File: src/rtl/rdlvl_pkg.sv
package rdlvl_pkg;
  typedef enum logic [1:0] {S_IDLE, S_ISSUE, S_WAIT, S_DONE} trn_state_t;

  // leading half of the read-enable pulse sits at the start of its 2-cycle window
  function automatic int lead_of(input int win);
    return 2 * win;
  endfunction

  // trailing half follows one cycle later, moving with the leading half
  function automatic int trail_of(input int win);
    return 2 * win + 1;
  endfunction
endpackage

File: src/rtl/rdlvl_lat_timer.sv
module rdlvl_lat_timer #(
  parameter int RD_LAT = 16
) (
  input  logic clk,
  input  logic rst_n,
  input  logic load,
  input  logic run,
  output logic expire
);
  localparam int CW = $clog2(RD_LAT) + 1;
  logic [CW-1:0] cnt;

  always_ff @(posedge clk or negedge rst_n) begin
    if (!rst_n)     cnt <= '0;
    else if (load)  cnt <= '0;
    else if (run)   cnt <= cnt + 1'b1;
  end

  assign expire = run && (cnt == CW'(RD_LAT - 1));
endmodule

File: src/rtl/rdlvl_sweep.sv
module rdlvl_sweep #(
  parameter int SEL_W = 3,
  parameter int N_WIN = 4,
  parameter int WIN_W = 2
) (
  input  logic             clk,
  input  logic             rst_n,
  input  logic             clear,
  input  logic             advance,
  output logic [SEL_W-1:0] sel,
  output logic [WIN_W-1:0] win,
  output logic             last
);
  localparam logic [SEL_W-1:0] SEL_MAX = '1;
  localparam logic [WIN_W-1:0] WIN_MAX = WIN_W'(N_WIN - 1);

  always_ff @(posedge clk or negedge rst_n) begin
    if (!rst_n) begin
      sel <= '0;
      win <= '0;
    end else if (clear) begin
      sel <= '0;
      win <= '0;
    end else if (advance) begin
      if (sel == SEL_MAX) begin
        sel <= '0;
        win <= win + 1'b1;
      end else begin
        sel <= sel + 1'b1;
      end
    end
  end

  assign last = (sel == SEL_MAX) && (win == WIN_MAX);
endmodule

File: src/rtl/rdlvl_hit_count.sv
module rdlvl_hit_count #(
  parameter int PASS_REQ = 2
) (
  input  logic clk,
  input  logic rst_n,
  input  logic clear,
  input  logic hit,
  output logic will_pass
);
  localparam int HW = $clog2(PASS_REQ + 1);
  logic [HW-1:0] hits;

  always_ff @(posedge clk or negedge rst_n) begin
    if (!rst_n)     hits <= '0;
    else if (clear) hits <= '0;
    else if (hit)   hits <= hits + 1'b1;
  end

  assign will_pass = hit && (hits == HW'(PASS_REQ - 1));
endmodule

File: src/rtl/rdlvl_trainer.sv
module rdlvl_trainer #(
  parameter int SEL_W    = 3,
  parameter int N_WIN    = 4,
  parameter int RD_LAT   = 16,
  parameter int PASS_REQ = 2,
  parameter int OFS_W    = $clog2(2 * N_WIN)
) (
  input  logic             clk,
  input  logic             rst_n,
  input  logic             start,
  input  logic             burst_det,
  output logic             rd_req,
  output logic [SEL_W-1:0] rd_clksel,
  output logic [OFS_W-1:0] rd_lead_cyc,
  output logic [OFS_W-1:0] rd_trail_cyc,
  output logic             done,
  output logic             fail
);
  import rdlvl_pkg::*;
  localparam int WIN_W = (N_WIN > 1) ? $clog2(N_WIN) : 1;

  trn_state_t state, state_nx;
  logic [WIN_W-1:0] win;
  logic sweep_last, tmr_expire, will_pass;
  logic start_train, sample_evt, hit_evt, miss_evt, pass_evt, exhaust_evt, setting_adv;
  logic done_q, fail_q;

  assign start_train = start && (state == S_IDLE || state == S_DONE);
  assign sample_evt  = (state == S_WAIT) && tmr_expire;
  assign hit_evt     = sample_evt && burst_det;
  assign miss_evt    = sample_evt && !burst_det;
  assign pass_evt    = hit_evt && will_pass;
  assign exhaust_evt = miss_evt && sweep_last;
  assign setting_adv = miss_evt && !sweep_last;

  rdlvl_lat_timer #(.RD_LAT(RD_LAT)) u_timer (
    .clk(clk), .rst_n(rst_n),
    .load(state == S_ISSUE), .run(state == S_WAIT),
    .expire(tmr_expire)
  );

  rdlvl_sweep #(.SEL_W(SEL_W), .N_WIN(N_WIN), .WIN_W(WIN_W)) u_sweep (
    .clk(clk), .rst_n(rst_n),
    .clear(start_train || exhaust_evt), .advance(setting_adv),
    .sel(rd_clksel), .win(win), .last(sweep_last)
  );

  rdlvl_hit_count #(.PASS_REQ(PASS_REQ)) u_hits (
    .clk(clk), .rst_n(rst_n),
    .clear(start_train || miss_evt || pass_evt), .hit(hit_evt),
    .will_pass(will_pass)
  );

  always_comb begin
    state_nx = state;
    case (state)
      S_IDLE:  if (start_train) state_nx = S_ISSUE;
      S_ISSUE: state_nx = S_WAIT;
      S_WAIT: begin
        if (pass_evt || exhaust_evt) state_nx = S_DONE;
        else if (sample_evt)         state_nx = S_ISSUE;
      end
      S_DONE:  if (start_train) state_nx = S_ISSUE;
      default: state_nx = S_IDLE;
    endcase
  end

  always_ff @(posedge clk or negedge rst_n) begin
    if (!rst_n) begin
      state  <= S_IDLE;
      done_q <= 1'b0;
      fail_q <= 1'b0;
    end else begin
      state <= state_nx;
      if (start_train) begin
        done_q <= 1'b0;
        fail_q <= 1'b0;
      end else if (pass_evt) begin
        done_q <= 1'b1;
        fail_q <= 1'b0;
      end else if (exhaust_evt) begin
        done_q <= 1'b1;
        fail_q <= 1'b1;
      end
    end
  end

  assign rd_req       = (state == S_ISSUE);
  assign done         = done_q;
  assign fail         = fail_q;
  assign rd_lead_cyc  = OFS_W'(lead_of(int'(win)));
  assign rd_trail_cyc = OFS_W'(trail_of(int'(win)));
endmodule

File: config.mk
export PLATFORM = sky130hd
export DESIGN_NAME = rdlvl_trainer
export DESIGN_NICKNAME = d
export VERILOG_FILES = /design/src/rtl/rdlvl_pkg.sv /design/src/rtl/rdlvl_lat_timer.sv /design/src/rtl/rdlvl_sweep.sv /design/src/rtl/rdlvl_hit_count.sv /design/src/rtl/rdlvl_trainer.sv
export SDC_FILE = /design/constraint.sdc
export NUM_CORES = 1
export LEC_CHECK = 0
export ABC_AREA = 1
export CELL_PAD_IN_SITES_DETAIL_PLACEMENT = 1
export CELL_PAD_IN_SITES_GLOBAL_PLACEMENT = 2
export CORE_ASPECT_RATIO = 1.2
export CORE_MARGIN = 2
export CORE_UTILIZATION = 27
export DETAILED_ROUTE_END_ITERATION = 6
export PLACE_DENSITY = 0.75
export RECOVER_POWER = 100
export SETUP_SLACK_MARGIN = 0.1
export SLEW_MARGIN = 20
export SYNTH_ARGS = -nofsm -noshare
export SYNTH_HDL_FRONTEND = slang
export SYNTH_SLANG_ARGS = --single-unit
File: constraint.sdc
create_clock -name clk -period 1.6 [get_ports clk]
set_clock_uncertainty 0.05 [all_clocks]
set_input_delay 0.48 -clock clk [delete_from_list [all_inputs] [get_ports clk]]
set_output_delay 0.48 -clock clk [all_outputs]
set_load 0.01 [all_outputs]
# Word-level counts from Yosys, hierarchy flattened
# Index checks and enable logic that the tools add are counted.
# op_classes
addsub	5
eq_ne	9
mux	19
reduce_logical	26
# op_table
op	n
$mux W2	8
$logic_and A1 B1 Y1	10
$mux W5	2
$mux W3	3
$reduce_bool A2 Y1	4
$add A3 B1 Y3 const B	2
$eq A2 B2 Y1 const B	3
$pmux W2 S3	1
$add A5 B1 Y5 const B	1
$eq A5 B4 Y1 const B	1
$logic_or A1 B1 Y1	5
$mux W1	5
$add A2 B1 Y2 const B	2
$eq A2 B1 Y1 const B	2
$reduce_and A2 Y1	2
$eq A3 B3 Y1 const B	1
$ne A3 B3 Y1 const B	1
$reduce_bool A3 Y1	1
$logic_not A1 Y1	2
$logic_not A2 Y1	1
$ne A2 B1 Y1 const B	1
$reduce_or A2 Y1	1
# totals
regBits	16
input_bits	4
elab_cells	66

# Depth between registers and ports, before layout
# logic_depth
word_depth	9
ltp_mapped	11
mapped_depth_nobuf	11

# Hierarchy
# From an unflattened synthesis, not the netlist that was laid out.
# unflattened
hier_cells	121
hier_area_um2	973.4
# by_module_without_submodules
module	n_inst	cells_each	area_each_um2	seq_area_each_um2
rdlvl_trainer	1	42	307.8	100.1
rdlvl_lat_timer	1	33	297.8	125.1
rdlvl_sweep	1	31	260.2	125.1
rdlvl_hit_count	1	15	107.6	50.0

# Worst setup path after synthesis
# Ideal clock, no wire load.
# synth_timing
path_type	register to register
start	register u_timer.cnt[1]
end	register u_sweep.win[0]
arrival_time_ns	1.334
setup_slack_ns	0.098
path_stages_with_launch	12
path_buffers	0
synth_period_minus_slack_ns	1.502
path_cell_list	dfrtp_1 ha_1 nand2_1 nor2_1 ha_1 nand2_2 nor2_2 nand2_2 nand3_2 nand2_1 nand2_1 nand2_1
# synth_between
elab_chain_len	8
elab_cells_between_ends	11
# synth_lines
item	line_no	source
start, declared	rdlvl_lat_timer.sv:11	logic [CW-1:0] cnt;
start signal, assigned	rdlvl_lat_timer.sv:16	else if (run) cnt <= cnt + 1'b1;
$eq A5 B4 Y1 (*)	rdlvl_lat_timer.sv:19	assign expire = run && (cnt == CW'(RD_LAT - 1));
$logic_and A1 B1 Y1 (*)	rdlvl_lat_timer.sv:19	
$logic_and A1 B1 Y1 (*)	rdlvl_trainer.sv:29	assign sample_evt = (state == S_WAIT) && tmr_expire;
$logic_and A1 B1 Y1 (*)	rdlvl_trainer.sv:31	assign miss_evt = sample_evt && !burst_det;
$logic_and A1 B1 Y1	rdlvl_trainer.sv:33	assign exhaust_evt = miss_evt && sweep_last;
$logic_or A1 B1 Y1	rdlvl_trainer.sv:44	.clear(start_train || exhaust_evt), .advance(setting_adv),
$reduce_bool A2 Y1 (no line)	--	
$reduce_and A2 Y1 (no line)	--	
end signal, assigned	rdlvl_sweep.sv:27	win <= win + 1'b1;
end, declared	rdlvl_sweep.sv:11	output logic [WIN_W-1:0] win,
# Every way passes the cells marked *; elsewhere a longest branch is shown, timed or not.
# A chain may end at the register's enable or synchronous reset.

# Final worst setup path
# layout_timing
start	register u_timer.cnt[0]
end	register u_sweep.win[0]
# Same word-level chain as after synthesis.

==> out/qor.yml <==
outcome: "finished with violations"
violations: "negative setup slack"
final_common_cell: "buf_4"
max_stage_delay_ns: 0.38
r2r-end: "u_sweep.win[0]"
cp_max_fo: 4
finalHoldViolations: 0
die-area_mm2: 0.00388
die_h_um: 67.8
placed_cell_area_mm2: 0.00115
vdd_ir_drop_max_mv: 0.885
drt_pre_antenna_iters: 3
synthDistinctLibCells: 22
post_drt_wl_per_cell_um: 13.2
synth.avg_cell_area_um2: 8.41
post-route-period-util: 1.02
syn_nets: 122
stdcell_area_mm2: 0.00146
rsz0062_at_grt: "yes"
htree_num_levels: 1
n_antenna_cell: 0
critPathLaunchType: "flop"
holdPathEnd: "done"
postCtsHoldBufs: 0
place_congestion: 0.762
route.detailed.drc: 0
synth_edf_count: 0
wirelength_um: 2430
rows: 23
ant_nets: 0
grt_pass1_vias: 900
setup_viol: 5
cp.required_ns: 1.75
cts_tree: "built"
p_total_w: 0.00243
max_freq_mhz: 614
drv_cap: 0
cpMaxStageDelayCell: "dfrtp_1"
p_leak_nw: 0.763
cts.sinks: 16
port-buffer-count: 13
ios: 16
syn_to_final_growth_pct: 59.1
root_buffer: "clkbuf_8"
grt_max_degree: 17
crit_path_cell_trace: "ha_2 > nand2_2 > nor2_2 > ha_2 > nand2_4 > nor2_4 > buf_4 > a21oi_4 > nand4_1 > nand2_2"
worstSkewPairLatency_ns: 0.25
post-dp-hpwl_um: 1670
grtUsageTotal: 0.140
layout_common_cells: "22 x buf_4, 16 x dfrtp_1, 13 x nand2_1, 11 x inv_1, 8 x nand2_2"
drive_gt1_frac: 0.466
hp-class: "reg2reg"
critical_path_class: "reg2reg"
fin_crit_ns: 1.63
initial_utilization: 0.277
setup_slack_ns: -0.0279
ys_seq_elements: 16
final_nets: 162
antenna_found_initial: 0
routed-via-count: 838
slew_headroom: 0.379
regToRegStartpoint: "u_timer.cnt[0]"
endpoint_kind: "flop"
async_reset_ff_frac: 1.00
syn_inst: 109
arrival_ns: 1.77
via_per_inst: 4.53
grt_overflow: 0
reg2regPathDepth: 10
slew_viol_final: 0
hold_start: "done"
p_per_area_mw_per_mm2: 1660
worstMarginPinSlew_ns: 0.932
synth_area_um2: 917
startpoint: "u_timer.cnt[0]"
reg2reg_slack_ns: -0.03
cts_buffers: 3
cts.clk_slew.worst_paths_ns: 0.06
ys.flop_type: "dfrtp_1"
hold_depth: 2
cts.path.max_buffers: 2
drt_iter0_markers: 8
yosysWarnings: 0
core_area_mm2: 0.00331
die_w_um: 57.2
ys_seq_area_frac: 0.437
grt_pass1_wl_um: 4060
critical path: cells and delay by family (launching register included):
kind,cells,cell delay (ns)
buffers and inverters,1,0.15
adders and majority gates,2,0.38
AOI/OAI and AO/OA,1,0.13
and+or+nand+nor,6,0.48
DFF,1,0.38
per-stage QoR:
stage | hold slack (ns) | utilization | setup slack, ns | cells | TNS [ns]
finish | 0.440 | 0.441 | -0.0279 | 185 | -0.106
global route | 0.470 | 0.441 | -0.131 | 185 | -0.811
CTS | 0.448 | 0.412 | -0.0908 | 179 | -0.200
detailed placement | 0.443 | 0.346 | -0.187 | 166 | -1.13
global placement | 0.435 | 0.346 | -0.142 | 166 | -0.988
floorplan | 0.134 | - | 0.0982 | 109 | 0
area by class of cell:
cell class	instances	area, um2
fillers	376	1850
inverters	17	63.8
repair buffers	39	323
flip-flops and latches	16	400
clock buffers	4	55.1
multi-input cells	72	571
well taps	37	46.3
what timing repair did:
action / CTS / global route
setup endpoints to repair: 22 / 18
pin swaps: 11 / 13
resized for setup: 47 / 19
buffers inserted: 9 / 6
cloned: 0 / 0
state kept, by name (all words and copies together), names as in the netlist:
name         flops
u_timer.cnt      5
u_sweep.sel      3
state            2
u_sweep.win      2
u_hits.hits      2
done             1
fail             1
worst max-delay path by stage:
stage / endpoint / slack [ns] / cells after the start
global placement: u_sweep.win[1] / -0.14 / 7
detailed placement: u_hits.hits[1] / -0.19 / 6
global route: u_sweep.win[1] / -0.13 / 11
CTS: rd_req / -0.09 / 3
finish: u_sweep.win[0] / -0.03 / 10
floorplan: u_sweep.win[0] / 0.1 / 11
synth_stat cells, drive strengths merged, types with 2 or more instances:
library cell | instances | share of area
a21oi | 4 | 0.022
ha | 9 | 0.12
nor2 | 10 | 0.044
buf | 4 | 0.033
nand2 | 26 | 0.12
nor3 | 2 | 0.011
inv | 17 | 0.070
dfrtp | 16 | 0.44
o21ai | 9 | 0.065
nand3 | 6 | 0.038
conb | 2 | 0.0082
nand4 | 2 | 0.014
cell families after synthesis:
logic type,count (synthesis),synth area share
adder cells (fa/ha/maj),9,0.123
AND/OR/NAND/NOR,46,0.226
XOR/XNOR,1,0.00955
AO/OA/AOI/OAI,14,0.0941
flip-flops,16,0.437
other,2,0.00819
buffers and inverters,21,0.102
per-layer routing:
layer | GRT usage | vias up | part of all wire
met4 | 0.0785 | 0 | 0.023
li1 | - | 419 | -
met5 | 0 | - | 0
met2 | 0.267 | 14 | 0.55
met3 | 0.0189 | 5 | 0.030
met1 | 0.147 | 400 | 0.39
report_power, final:
part	switching (W)	internal, W	leakage [nW]
clock network	0.000147	0.000219	0.0288
registers	0.0000971	0.000523	0.211
logic	0.000735	0.000707	0.522
total	0.000980	0.00145	0.763
(Power assumes the default switching activity.)
